--- src/rtl/tdm_pkg.sv ---
// Package: shared constants, control-word type and helpers for the stereo
// TDM transmit mapper. Assumes a fixed 12-bit control word with 4-bit slot
// fields; the bit layout is what the readback and write paths decode.
package tdm_pkg;
    localparam int SLOT_IDX_W = 4;
    localparam int NUM_SLOTS  = 1 << SLOT_IDX_W;
    localparam int CTL_W      = 12;
    localparam logic [SLOT_IDX_W-1:0] SLOT_NONE = '1;

    typedef struct packed {
        logic [SLOT_IDX_W-1:0] left_slot;
        logic                  right_en;
        logic                  left_rep;
        logic [SLOT_IDX_W-1:0] right_slot;
    } tx_cfg_t;

    // Build the readback image; reserved bits [5:4] are forced to zero.
    function automatic logic [CTL_W-1:0] pack_ctl(input tx_cfg_t c);
        return {c.left_slot, c.right_en, c.left_rep, 2'b00, c.right_slot};
    endfunction

    // A slot field names a real slot unless it holds the all-ones code.
    function automatic logic slot_valid(input logic [SLOT_IDX_W-1:0] s);
        return s != SLOT_NONE;
    endfunction
endpackage

--- src/rtl/tdm_cfg_regs.sv ---
// Module: holds the software-visible control and data words.
// Assumes writes arrive as single-cycle strobes; reserved control bits are
// dropped on write so they can never read back as 1.
module tdm_cfg_regs
    import tdm_pkg::*;
#(
    parameter int WORD_W = 16
) (
    input  logic                clk,
    input  logic                rst_n,
    input  logic                ctl_wr,
    input  logic [CTL_W-1:0]    ctl_wdata,
    input  logic                dat_wr,
    input  logic [2*WORD_W-1:0] dat_wdata,
    output tx_cfg_t             cfg,
    output logic [WORD_W-1:0]   left_word,
    output logic [WORD_W-1:0]   right_word,
    output logic [CTL_W-1:0]    ctl_rdata
);
    logic unused_rsvd_bits;
    assign unused_rsvd_bits = ^ctl_wdata[5:4];

    // Control word capture, reserved bits discarded.
    always_ff @(posedge clk) begin
        if (!rst_n) begin
            cfg <= '0;
        end else if (ctl_wr) begin
            cfg.left_slot  <= ctl_wdata[11:8];
            cfg.right_en   <= ctl_wdata[7];
            cfg.left_rep   <= ctl_wdata[6];
            cfg.right_slot <= ctl_wdata[3:0];
        end
    end

    // Data word capture: upper half left, lower half right.
    always_ff @(posedge clk) begin
        if (!rst_n) begin
            left_word  <= '0;
            right_word <= '0;
        end else if (dat_wr) begin
            left_word  <= dat_wdata[2*WORD_W-1:WORD_W];
            right_word <= dat_wdata[WORD_W-1:0];
        end
    end

    assign ctl_rdata = pack_ctl(cfg);
endmodule

--- src/rtl/tdm_frame_counter.sv ---
// Module: tracks the bit position inside the frame (slot index, bit index).
// Assumes WORD_W is a power of two so the position wraps at frame end.
module tdm_frame_counter
    import tdm_pkg::*;
#(
    parameter int WORD_W = 16
) (
    input  logic                  clk,
    input  logic                  rst_n,
    input  logic                  bit_en,
    output logic [SLOT_IDX_W-1:0] slot_idx,
    output logic                  frame_start,
    output logic                  slot_start
);
    localparam int BIT_W = $clog2(WORD_W);
    localparam int POS_W = SLOT_IDX_W + BIT_W;

    logic [POS_W-1:0] pos;

    // Advance one frame bit per strobe; natural wrap closes the frame.
    always_ff @(posedge clk) begin
        if (!rst_n) begin
            pos <= '0;
        end else if (bit_en) begin
            pos <= pos + 1'b1;
        end
    end

    assign slot_idx    = pos[POS_W-1:BIT_W];
    assign slot_start  = (pos[BIT_W-1:0] == '0);
    assign frame_start = (pos == '0);
endmodule

--- src/rtl/tdm_slot_select.sv ---
// Module: shadows the configuration at frame start and picks the word for
// the current slot. Assumes frame_start is high only on the frame's first
// bit; on that bit the live values are used so the shadow is never stale.
module tdm_slot_select
    import tdm_pkg::*;
#(
    parameter int WORD_W = 16
) (
    input  logic                  clk,
    input  logic                  rst_n,
    input  logic                  bit_en,
    input  logic                  frame_start,
    input  logic [SLOT_IDX_W-1:0] slot_idx,
    input  tx_cfg_t               live_cfg,
    input  logic [WORD_W-1:0]     live_left,
    input  logic [WORD_W-1:0]     live_right,
    output logic [WORD_W-1:0]     slot_word
);
    tx_cfg_t           shd_cfg;
    logic [WORD_W-1:0] shd_left;
    logic [WORD_W-1:0] shd_right;
    tx_cfg_t           eff_cfg;
    logic [WORD_W-1:0] eff_left;
    logic [WORD_W-1:0] eff_right;
    logic [NUM_SLOTS-1:0] left_hit;
    logic [NUM_SLOTS-1:0] right_hit;
    logic              use_left;
    logic              use_right;

    // Frame-private copy of the configuration, taken on the first bit.
    always_ff @(posedge clk) begin
        if (!rst_n) begin
            shd_cfg   <= '0;
            shd_left  <= '0;
            shd_right <= '0;
        end else if (bit_en && frame_start) begin
            shd_cfg   <= live_cfg;
            shd_left  <= live_left;
            shd_right <= live_right;
        end
    end

    // Values in force for the current bit.
    always_comb begin
        eff_cfg   = frame_start ? live_cfg   : shd_cfg;
        eff_left  = frame_start ? live_left  : shd_left;
        eff_right = frame_start ? live_right : shd_right;
    end

    // Per-slot match decode for each channel.
    for (genvar s = 0; s < NUM_SLOTS; s++) begin : g_match
        assign left_hit[s]  = slot_valid(eff_cfg.left_slot) &&
                              (eff_cfg.left_slot == SLOT_IDX_W'(s));
        assign right_hit[s] = eff_cfg.right_en &&
                              slot_valid(eff_cfg.right_slot) &&
                              (eff_cfg.right_slot == SLOT_IDX_W'(s));
    end

    // Priority pick: left first, then right (or repeated left), else zero.
    always_comb begin
        use_left  = left_hit[slot_idx];
        use_right = right_hit[slot_idx] && !use_left;
        if (use_left) begin
            slot_word = eff_left;
        end else if (use_right) begin
            slot_word = eff_cfg.left_rep ? eff_left : eff_right;
        end else begin
            slot_word = '0;
        end
    end
endmodule

--- src/rtl/tdm_shifter.sv ---
// Module: serialises the selected word MSB first and registers frame sync.
// Assumes slot_word is valid on every bit where slot_start is high.
module tdm_shifter #(
    parameter int WORD_W = 16
) (
    input  logic              clk,
    input  logic              rst_n,
    input  logic              bit_en,
    input  logic              slot_start,
    input  logic              frame_start,
    input  logic [WORD_W-1:0] slot_word,
    output logic              sdo,
    output logic              fsync
);
    logic [WORD_W-1:0] shreg;

    // Load at slot start, otherwise shift left; output leaves from the MSB.
    always_ff @(posedge clk) begin
        if (!rst_n) begin
            shreg <= '0;
            sdo   <= 1'b0;
            fsync <= 1'b0;
        end else if (bit_en) begin
            fsync <= frame_start;
            if (slot_start) begin
                sdo   <= slot_word[WORD_W-1];
                shreg <= {slot_word[WORD_W-2:0], 1'b0};
            end else begin
                sdo   <= shreg[WORD_W-1];
                shreg <= {shreg[WORD_W-2:0], 1'b0};
            end
        end
    end
endmodule

--- src/rtl/tdm_stereo_tx.sv ---
// Module: top of the stereo TDM slot transmit mapper. Wires the register
// file, frame counter, slot selector and shifter. Assumes bit_en is a
// single-cycle strobe generated elsewhere from the bit clock.
module tdm_stereo_tx
    import tdm_pkg::*;
#(
    parameter int WORD_W = 16
) (
    input  logic                clk,
    input  logic                rst_n,
    input  logic                bit_en,
    input  logic                ctl_wr,
    input  logic [CTL_W-1:0]    ctl_wdata,
    input  logic                dat_wr,
    input  logic [2*WORD_W-1:0] dat_wdata,
    output logic [CTL_W-1:0]    ctl_rdata,
    output logic                sdo,
    output logic                fsync
);
    tx_cfg_t               cfg;
    logic [WORD_W-1:0]     left_word;
    logic [WORD_W-1:0]     right_word;
    logic [SLOT_IDX_W-1:0] slot_idx;
    logic                  frame_start;
    logic                  slot_start;
    logic [WORD_W-1:0]     slot_word;

    tdm_cfg_regs #(.WORD_W(WORD_W)) u_regs (
        .clk(clk), .rst_n(rst_n),
        .ctl_wr(ctl_wr), .ctl_wdata(ctl_wdata),
        .dat_wr(dat_wr), .dat_wdata(dat_wdata),
        .cfg(cfg), .left_word(left_word), .right_word(right_word),
        .ctl_rdata(ctl_rdata)
    );

    tdm_frame_counter #(.WORD_W(WORD_W)) u_cnt (
        .clk(clk), .rst_n(rst_n), .bit_en(bit_en),
        .slot_idx(slot_idx), .frame_start(frame_start),
        .slot_start(slot_start)
    );

    tdm_slot_select #(.WORD_W(WORD_W)) u_sel (
        .clk(clk), .rst_n(rst_n), .bit_en(bit_en),
        .frame_start(frame_start), .slot_idx(slot_idx),
        .live_cfg(cfg), .live_left(left_word), .live_right(right_word),
        .slot_word(slot_word)
    );

    tdm_shifter #(.WORD_W(WORD_W)) u_shf (
        .clk(clk), .rst_n(rst_n), .bit_en(bit_en),
        .slot_start(slot_start), .frame_start(frame_start),
        .slot_word(slot_word), .sdo(sdo), .fsync(fsync)
    );
endmodule

--- config.mk ---
export PLATFORM = sky130hd
export DESIGN_NAME = tdm_stereo_tx
export DESIGN_NICKNAME = d
export VERILOG_FILES = /design/src/rtl/tdm_pkg.sv /design/src/rtl/tdm_cfg_regs.sv /design/src/rtl/tdm_frame_counter.sv /design/src/rtl/tdm_slot_select.sv /design/src/rtl/tdm_shifter.sv /design/src/rtl/tdm_stereo_tx.sv
export SDC_FILE = /design/constraint.sdc
export NUM_CORES = 1
export LEC_CHECK = 0
export CAP_MARGIN = 20
export CORE_ASPECT_RATIO = 0.75
export CORE_MARGIN = 2
export CORE_UTILIZATION = 40
export DETAILED_ROUTE_END_ITERATION = 10
export PLACE_DENSITY_LB_ADDON = 0.05
export SETUP_SLACK_MARGIN = 0.05
export SLEW_MARGIN = 30
export SYNTH_ARGS = -nofsm -noshare
export SYNTH_HDL_FRONTEND = slang
export SYNTH_SLANG_ARGS = --single-unit
--- constraint.sdc ---
create_clock -name clk -period 4.65 [get_ports clk]
set_input_delay 0.93 -clock clk [delete_from_list [all_inputs] [get_ports clk]]
set_output_delay 0.93 -clock clk [all_outputs]
set_load 0.02 [all_outputs]
==> impl_metrics.csv, run 1 <==
group,metric,value,unit
die,std_cell_rows,35,
logic_synthesis,syn_area,0.00518,mm^2
logic_synthesis,yosysUniqueCellTypes,47,
die,coreArea,0.0124,mm^2
cts,clock_sinks,109,
placed_design,gp_congestion,0.783,
cts,post_cts_resized,0,
setup_path,cp_slowest_stage_delay,0.88,ns
die,dieArea,0.0139,mm^2
die,pin_count,63,
logic_synthesis,yosysWarnings,0,
die,die_w,135,um
setup_path,crit_buf_inv,2,
sta,holdWs,0.466,ns
drt,wl_per_cell,15.0,um
layout,fin_nets,673,
setup_path,cp_cell_sequence,"inv_1 -> ha_1 -> nor3b_4 -> nand2_1 -> nor2_2 -> buf_12 -> nand2_1 -> a21boi_0",
drt,initialDrtViolationCount,339,
setup_path,cp_data_arrival_time,3.23,ns
drt,routed_wl,11900,um
placed_design,io_buffers,58,
status,status,"finished, final reports clean",
cts,clkTransAtPathRegs,0.07,ns
sta,post-route-min-period,2.97,ns
flow_run,maxCapViolCount,0,
layout,drive_gt1_share,8.29,%
layout,syn_to_final_growth,18.3,%
die,die_height,103,um
setup_path,crit_path_max_fanout,26,
sta,fin_crit_sh,63.9,%
cts,cts.htree.levels,3,
global_routing,grt_max_degree,57,
die,start_util,41.6,%
sta,setup_viol,0,
logic_synthesis,synthCells,588,
global_routing,globalRouteTotalUtil,18.1,%
global_routing,grt_antenna_before_repair,0,
cts,cts_tree,"done",
layout,instances_no_fill,793,
logic_synthesis,synth_edf_count,0,
cts,clk_latency,0.35,ns
sta,relSlewSlack,38.9,%
sta,hold_violations,0,
power_and_ir_drop,ir_drop,170,uV
global_routing,grt_pass1_vias,3984,
global_routing,grt_remaining_overflow,0,
placed_design,post-place-ws,1.57,ns
sta,fmax,336,MHz
logic_synthesis,synth_area_per_cell,8.80,um^2
cts,cts_buffers,9,
sta,tightest_slew,0.914,ns
logic_synthesis,synth_ff_type,"dfxtp_1",
sta,setup_tns,0,ns
cts,postCtsSetupBuffers,0,
placed_design,place_inst,777,
setup_path,cp.required,4.91,ns
logic_synthesis,synthArstFlopShare,0,%
sta,worst_slack,1.68,ns
drt,drt-pass1-iter-count,7,
layout,final_area,0.00612,mm^2
drt,drt_drc_violations_left,0,
placed_design,dp_hpwl,7660,um
layout,antenna_cells,0,
setup_path,critPathCaptureType,"flop",
drt,vias,4115,
hold_path,min_path_type,"reg2reg",
setup_path,critical_path_class,"reg2reg",
cts,clockBufferDepth,2,
placed_design,dpl_cell_area,0.00581,mm^2
global_routing,grt_pass1_wl,19800,um
setup_path,path_common_cell,"nand2_1",
cts,hold_buffers,0,
cts,root_buffer,"clkbuf_16",
logic_synthesis,ys_ff_latch,109,
setup_path,critPathTopFamily,"simple AND/OR/NAND/NOR gates",
sta,clock_skew,0.00668,ns
drt,ant_nets,0,
logic_synthesis,yosysSeqAreaShare,42.2,%
sta,rsz0062_at_grt,"false",
setup_path,crit_slowest_cell,"nor2_2",
power_and_ir_drop,power.density,344,mW/mm^2
power_and_ir_drop,p_leak,2.25,nW
setup_path,cp-start-kind,"flop",
drt,vias_per_cell,5.19,
sta,drv_slew,0,
cells by family (layout without fill, tap and decap cells):
group                    Yosys count  count (layout)  synth area share, %
AND/OR/NAND/NOR                  234             234                 21.7
flip-flops                       109             109                 42.2
AO/OA/AOI/OAI                    107             107                 14.9
multiplexers                      73              73                 14.5
buffers and inverters             55              93                 5.08
XOR/XNOR                           7               7                 1.18
adder cells (fa/ha/maj)            2               2                0.483
other                              1               2               0.0724
area by class of cell:
cell class              count  area, um^2
fillers                  1223        6310
clock inverters             5        58.8
inverters                  12        45.0
repair buffers             65         638
clock buffers              11         253
well taps                 166         208
multi-input cells         425        2740
flip-flops and latches    109        2180
worst register-to-register path: stages (launching register included):
cell,delay (ns)
dfxtp_1,0.36
inv_1,0.07
ha_1,0.14
nor3b_4,0.29
nand2_1,0.61
nor2_2,0.88
buf_12,0.28
nand2_1,0.09
a21boi_0,0.17
layer usage:
layer / share of wire (%) / wire [um] / vias up / track usage (%)
met3: 4.7 / 556 / 8 / 4.47
met1: 51 / 6050 / 1938 / 24.5
li1: - / - / 2082 / -
met5: 0 / 0 / - / 0
met4: 0.90 / 107 / 0 / 3.69
met2: 43 / 5160 / 87 / 29.6
final timing paths:
| check | from | endpoint | slack [ns] | cells past startpoint |
|---|---|---|---|---|
| worst max-delay path | u_cnt.pos[0]$_SDFFE_PN0P_ | u_sel.shd_left[10]$_SDFFE_PN0P_ | 1.68 | 8 |
| worst min-delay path | u_sel.shd_right[2]$_SDFFE_PN0P_ | u_sel.shd_right[2]$_SDFFE_PN0P_ | 0.47 | 2 |
| worst max register to register | u_cnt.pos[0]$_SDFFE_PN0P_ | u_sel.shd_left[10]$_SDFFE_PN0P_ | 1.68 | 8 |
| worst min register to register | u_sel.shd_right[2]$_SDFFE_PN0P_ | u_sel.shd_right[2]$_SDFFE_PN0P_ | 0.47 | 2 |
synthesized netlist by cell type, drive strengths merged, types with 9 or more instances:
master  count  area (um^2)
a21boi     44          330
a21oi      17         85.1
a222oi     17          170
and2        9         57.6
buf        20          116
clkbuf     20         75.1
dfxtp     109         2180
inv        12         45.1
mux2       15          169
mux2i      58          581
nand2     138          518
nor2       21         86.3
nor2b      45          282
o21ai      17         85.1
cells in the final DEF, fill, tap and decap left out, drive strengths merged, types with 2 or more instances in the layout:
cell / synthesis / final
clkinvlp: 0 / 2
clkdlybuf4s50: 0 / 56
mux2: 15 / 15
nor2: 21 / 21
conb: 1 / 2
inv: 12 / 12
and2: 9 / 9
mux2i: 58 / 58
a22oi: 4 / 4
dfxtp: 109 / 109
nand3: 6 / 6
nand2: 138 / 138
xnor2: 6 / 6
ha: 2 / 2
and3: 4 / 4
nor2b: 45 / 45
clkinv: 0 / 2
clkbuf: 20 / 11
o311ai: 2 / 2
a21oi: 17 / 17
a222oi: 17 / 17
nand4: 3 / 3
a21boi: 44 / 44
o21ai: 17 / 17
buf: 20 / 9
nor3b: 2 / 2
registers in the layout, summed over array words and instances, names as in the netlist:
name / count
u_shf.shreg: 15
u_regs.cfg: 10
u_regs.right_word: 16
u_shf.fsync: 1
u_sel.shd_right: 16
u_cnt.pos: 8
u_regs.left_word: 16
u_sel.shd_left: 16
u_shf.sdo: 1
u_sel.shd_cfg: 10
report_power, final:
group	leakage (nW)	switching [mW]	internal [mW]
clock	0.148	0.349	0.447
sequential	0.890	0.0404	0.976
combinational	1.21	0.163	0.133
total	2.25	0.552	1.56
through the flow:
| step | util, % | power, mW |
|---|---|---|
| 2_1_floorplan | - | 1.23 |
| 3_3_place_gp | 46.7 | 1.33 |
| 3_5_place_dp | 46.7 | 1.34 |
| 4_1_cts | 49.2 | 2.14 |
| 5_1_grt | 49.2 | 2.21 |
| 6_report | 49.2 | 2.11 |
Note: power is estimated with default switching activity, not from simulation.
==> run 2: changes to the inputs <==
- clock period: 4.65 -> 2.7 ns (I/O delays scaled with it)
==> run 2 against run 1 <==
Combinational power is 79% higher. Final area increased by 0.67%. Register-to-register slack lost 1.3 ns. Global-route usage hardly changed. Clock power is 75% higher. Flip-flop and latch count unchanged. Sequential power up 72%. Maximum frequency is 27% higher. Highest routed layer unchanged. Sequential share of layout area fell by 0.26 points. Largest cell class unchanged. Via count is 0.58% lower. Clock skew barely moved.
==> impl_metrics.csv, run 2 (synthesized netlist as in run 1, its figures left out) <==
group,metric,value,unit
layout,multi_input_area,0.00274,mm^2
global_routing,grt.busiest_layer,"met2",
power_and_ir_drop,p_leak,2.28,nW
die,std_cell_rows,35,
placed_design,dp_hpwl,7820,um
power_and_ir_drop,ir_drop,320,uV
die,pin_count,63,
global_routing,globalRouteTotalUtil,18.1,%
drt,ant_nets,0,
sta,clock_skew,0.00718,ns
power_and_ir_drop,switching_share,25.1,%
setup_path,cp.required,2.98,ns
global_routing,grt_use_met1,24.2,%
global_routing,grt_pass1_vias,4010,
cts,cts.htree.levels,3,
sta,setup_viol,0,
sta,fin_crit_sh,87.0,%
global_routing,grt_remaining_overflow,0,
drt,drt_drc_violations_left,0,
setup_path,critical_path_class,"reg2reg",
layout,seq_area,0.00218,mm^2
layout,layout_common_cells,"138 x nand2_1, 109 x dfxtp_1, 58 x mux2i_1, 56 x clkdlybuf4s50_1",
placed_design,dpl_cell_area,0.00586,mm^2
layout,post-route-util,49.6,%
sta,post-route-min-period,2.35,ns
cts,cts_buffers,9,
layout,drive_gt1_share,8.56,%
setup_path,cp_data_arrival_time,2.63,ns
sta,setup_tns,0,ns
drt,wl_per_cell,15.0,um
sta,rsz0062_at_grt,"false",
cts,hold_buffers,0,
layout,num-fill-cells,1225,
setup_path,cp_slowest_stage_delay,0.59,ns
setup_path,critPathCaptureType,"flop",
global_routing,grt_util_met3,4.33,%
setup_path,crit_path_max_fanout,15,
setup_path,cp-start-kind,"flop",
die,coreArea,0.0124,mm^2
layout,final_common_cell,"nand2_1",
power_and_ir_drop,pwr-share-seq,47.6,%
global_routing,grt_max_degree,95,
die,die_height,103,um
cts,postCtsSetupBuffers,0,
die,start_util,41.6,%
power_and_ir_drop,p_int,2.75,mW
sta,fmax,426,MHz
cts,clkTransAtPathRegs,0.07,ns
setup_path,crit_slowest_cell,"o2111a_1",
cts,post_cts_resized,0,
sta,drv_slew,0,
drt,vias_per_cell,5.13,
global_routing,grt_pass1_wl,19900,um
setup_path,cp_cell_sequence,"inv_1 -> ha_1 -> nor3b_4 -> and2_1 -> and3_1 -> o2111a_1 -> a222oi_1 -> o21ai_1",
cts,clockBufferDepth,2,
die,dieArea,0.0139,mm^2
global_routing,grt_antenna_before_repair,0,
layout,fin_nets,680,
layout,antenna_cells,0,
drt,vias,4091,
die,die_w,135,um
drt,initialDrtViolationCount,228,
power_and_ir_drop,p_comb_share,14.5,%
drt,drt-pass1-iter-count,9,
placed_design,io_buffers,58,
drt,routed_wl,11900,um
sta,tightest_slew,0.764,ns
sta,relSlewSlack,49.0,%
cts,cts_tree,"done",
setup_path,regToRegSetupSlack,0.35,ns
cts,clk_latency,0.35,ns
power_and_ir_drop,p_sw,0.921,mW
setup_path,critPathTopFamily,"compound AO/OA/AOI/OAI gates",
sta,hold_violations,0,
setup_path,crit_buf_inv,1,
layout,final_area,0.00617,mm^2
layout,syn_to_final_growth,19.1,%
power_and_ir_drop,power.density,595,mW/mm^2
global_routing,met2_usage,29.7,%
hold_path,min_path_type,"reg2reg",
cts,root_buffer,"clkbuf_16",
status,status,"finished, final reports clean",
flow_run,maxCapViolCount,0,
placed_design,gp_congestion,0.770,
power_and_ir_drop,p_clk_share,37.9,%
cts,clock_sinks,109,
## run 2: path summary, 6_finish.rpt
kind,end,depth (start not counted),startpoint
min reg2reg,u_sel.shd_cfg[5]$_SDFFE_PN0P_,2,u_sel.shd_cfg[5]$_SDFFE_PN0P_
min,u_sel.shd_cfg[5]$_SDFFE_PN0P_,2,u_sel.shd_cfg[5]$_SDFFE_PN0P_
max,u_shf.shreg[8]$_SDFFE_PN0P_,8,u_cnt.pos[0]$_SDFFE_PN0P_
max reg2reg,u_shf.shreg[8]$_SDFFE_PN0P_,8,u_cnt.pos[0]$_SDFFE_PN0P_
## run 2: metrics by stage
| step | setup WS (ns) | cells | hold slack, ns | total power [mW] |
|---|---|---|---|---|
| detailed placement | 0.350 | 784 | 0.457 | 2.32 |
| floorplan | 0.627 | 589 | 0.439 | 2.12 |
| global route | 0.160 | 797 | 0.493 | 3.83 |
| finish | 0.351 | 797 | 0.461 | 3.67 |
| global placement | 0.137 | 784 | 0.452 | 2.31 |
| CTS | 0.317 | 797 | 0.466 | 3.71 |
## run 2: final cells by class
class	instances	area share [%]
multi-input combinational	425	44.4
sequential	109	35.4
timing repair buffer	72	11.2
clock buffer	11	3.94
tap	166	3.37
clock inverter	2	0.974
inverter	12	0.731
## run 2: worst register-to-register path, delay by kind of cell, from the launching register on
family | cells | cell delay, ns
AO/OA/AOI/OAI | 3 | 0.89
adder cells (fa/ha/maj) | 1 | 0.13
AND/OR/NAND/NOR | 3 | 0.82
buffers and inverters | 1 | 0.07
flip-flops | 1 | 0.35
## run 2: layer usage
layer | wire length (um) | vias to the layer above
met1 | 6200 | 1897
met4 | 113 | 0
met5 | 0 | -
met2 | 5160 | 98
met3 | 475 | 9
li1 | - | 2087
## run 2: power groups by stage
stage / clock (mW) / combinational [mW] / sequential (mW)
after floorplan: 0 / 0.346 / 1.77
after global placement: 0 / 0.526 / 1.78
after detailed placement: 0 / 0.534 / 1.78
after CTS: 1.43 / 0.536 / 1.75
after global routing: 1.48 / 0.589 / 1.76
final: 1.39 / 0.530 / 1.75
==> run 3: changes to the inputs <==
- CORE_ASPECT_RATIO: 0.75 -> default
==> run 3 against run 2 <==
Hold slack about the same. Sequential power hardly changed. Largest power group unchanged. Core utilization fell by 0.45 points. First-iteration DRC count increased by 13%. Setup slack improved by 0.057 ns. Critical endpoint is now u_shf.shreg[4]$_SDFFE_PN0P_.
==> impl_metrics.csv, run 3 (synthesized netlist as in run 1, its figures left out) <==
group,metric,value,unit
status,status,"finished, final reports clean",
placed_design,io_buffers,58,
global_routing,grt_max_degree,95,
placed_design,gp_congestion,0.855,
setup_path,regToRegSetupSlack,0.41,ns
layout,fin_nets,681,
sta,hold_violations,0,
setup_path,critPathCaptureType,"flop",
die,die_height,118,um
placed_design,dp_hpwl,7610,um
drt,drt_drc_violations_left,0,
global_routing,grt_pass1_vias,3879,
power_and_ir_drop,p_leak,2.29,nW
setup_path,reg2regPathDepth,8,
global_routing,grt_antenna_before_repair,0,
drt,vias,4072,
die,dieArea,0.0139,mm^2
sta,setup_tns,0,ns
cts,cts_buffers,9,
flow_run,maxCapViolCount,0,
cts,clkTransAtPathRegs,0.07,ns
sta,relSlewSlack,47.7,%
setup_path,crit_path_max_fanout,15,
hold_path,hp-start,"u_sel.shd_right[0]$_SDFFE_PN0P_",
sta,fmax,436,MHz
die,die_w,118,um
die,pin_count,63,
die,start_util,41.0,%
sta,tightest_slew,0.785,ns
power_and_ir_drop,ir_drop,334,uV
drt,drt-pass1-iter-count,9,
layout,antenna_cells,0,
setup_path,r2r_start,"u_cnt.pos[0]$_SDFFE_PN0P_",
global_routing,grt_remaining_overflow,0,
layout,layout_common_cells,"138 x nand2_1, 109 x dfxtp_1, 58 x mux2i_1, 56 x clkdlybuf4s50_1",
hold_path,whs_path_depth,2,
setup_path,reg2reg_to,"u_shf.shreg[4]$_SDFFE_PN0P_",
cts,cts.htree.levels,3,
sta,rsz0062_at_grt,"false",
layout,final_common_cell,"nand2_1",
drt,initialDrtViolationCount,258,
sta,fin_crit_sh,84.9,%
drt,wl_per_cell,14.2,um
sta,setup_viol,0,
setup_path,cp-start-kind,"flop",
sta,drv_slew,0,
sta,clock_skew,0.00430,ns
cts,clk_latency,0.35,ns
power_and_ir_drop,p_total,3.72,mW
sta,post-route-min-period,2.29,ns
layout,drive_gt1_share,9.29,%
hold_path,min_path_type,"reg2reg",
power_and_ir_drop,power.density,600,mW/mm^2
setup_path,cp_data_arrival_time,2.52,ns
die,std_cell_rows,41,
global_routing,globalRouteTotalUtil,17.3,%
cts,post_cts_resized,0,
cts,clockBufferDepth,2,
setup_path,critical_path_class,"reg2reg",
cts,root_buffer,"clkbuf_16",
drt,routed_wl,11500,um
setup_path,cp.required,2.93,ns
hold_path,worstHoldEndpoint,"u_sel.shd_right[0]$_SDFFE_PN0P_",
die,coreArea,0.0126,mm^2
setup_path,startpoint,"u_cnt.pos[0]$_SDFFE_PN0P_",
cts,clock_sinks,109,
cts,postCtsSetupBuffers,0,
cts,cts_tree,"done",
drt,vias_per_cell,5.05,
drt,ant_nets,0,
layout,syn_to_final_growth,19.8,%
global_routing,grt_pass1_wl,19500,um
cts,hold_buffers,0,
run 3: changes by cell type in the layout (fill, tap and decap cells not counted):
cell,delta
buf_4,+2
buf_12,-1
clkbuf_1,-1
clkbuf_8,+1
clkinv_2,+1
clkinvlp_4,+1
inv_6,+1
run 3: area by class of cell:
cell class              count  area [um^2]
clock inverters             5         81.3
fillers                  1241         6420
well taps                 172          215
repair buffers             73          683
inverters                  12         45.0
flip-flops and latches    109         2180
multi-input cells         425         2740
clock buffers              11          253
run 3: critical path: stages (launching register included):
cell      delay (ns)
dfxtp_1         0.35
inv_1           0.07
ha_1            0.14
nor3b_4         0.26
nand2_1         0.20
and3_1          0.21
o2111a_1        0.45
a222oi_1        0.37
o21ai_1         0.10
run 3: worst max path at each step:
stage | end | cells after the start
after global placement | u_shf.shreg[2]$_SDFFE_PN0P_ | 5
after detailed placement | u_shf.shreg[4]$_SDFFE_PN0P_ | 8
after global routing | u_shf.shreg[14]$_SDFFE_PN0P_ | 8
after CTS | u_shf.shreg[4]$_SDFFE_PN0P_ | 8
final | u_shf.shreg[4]$_SDFFE_PN0P_ | 8
after floorplan | u_shf.sdo$_SDFFE_PN0P_ | 10
run 3: power breakdown:
group	switching (mW)	leakage [nW]	internal (mW)	total, mW
clock network	0.590	0.162	0.865	1.46
registers	0.0645	0.890	1.68	1.74
logic	0.282	1.24	0.240	0.522
run 3: layer usage:
| metal | up-vias | track usage, % | routed length, um |
|---|---|---|---|
| met3 | 17 | 4.12 | 504 |
| met5 | - | 0 | 0 |
| met2 | 89 | 28.4 | 5330 |
| met1 | 1878 | 22.4 | 5450 |
| li1 | 2088 | - | - |
| met4 | 0 | 5.72 | 195 |
run 3: through the flow:
stage	utilization, %	hold slack [ns]	area (um^2)	setup WS [ns]	std cells
2_1_floorplan	-	0.439	5180	0.627	589
3_3_place_gp	46.5	0.448	5860	0.166	791
4_1_cts	49.1	0.465	6200	0.405	807
5_1_grt	49.1	0.485	6200	0.166	807
6_report	49.1	0.460	6200	0.408	807
3_5_place_dp	46.5	0.456	5870	0.420	791
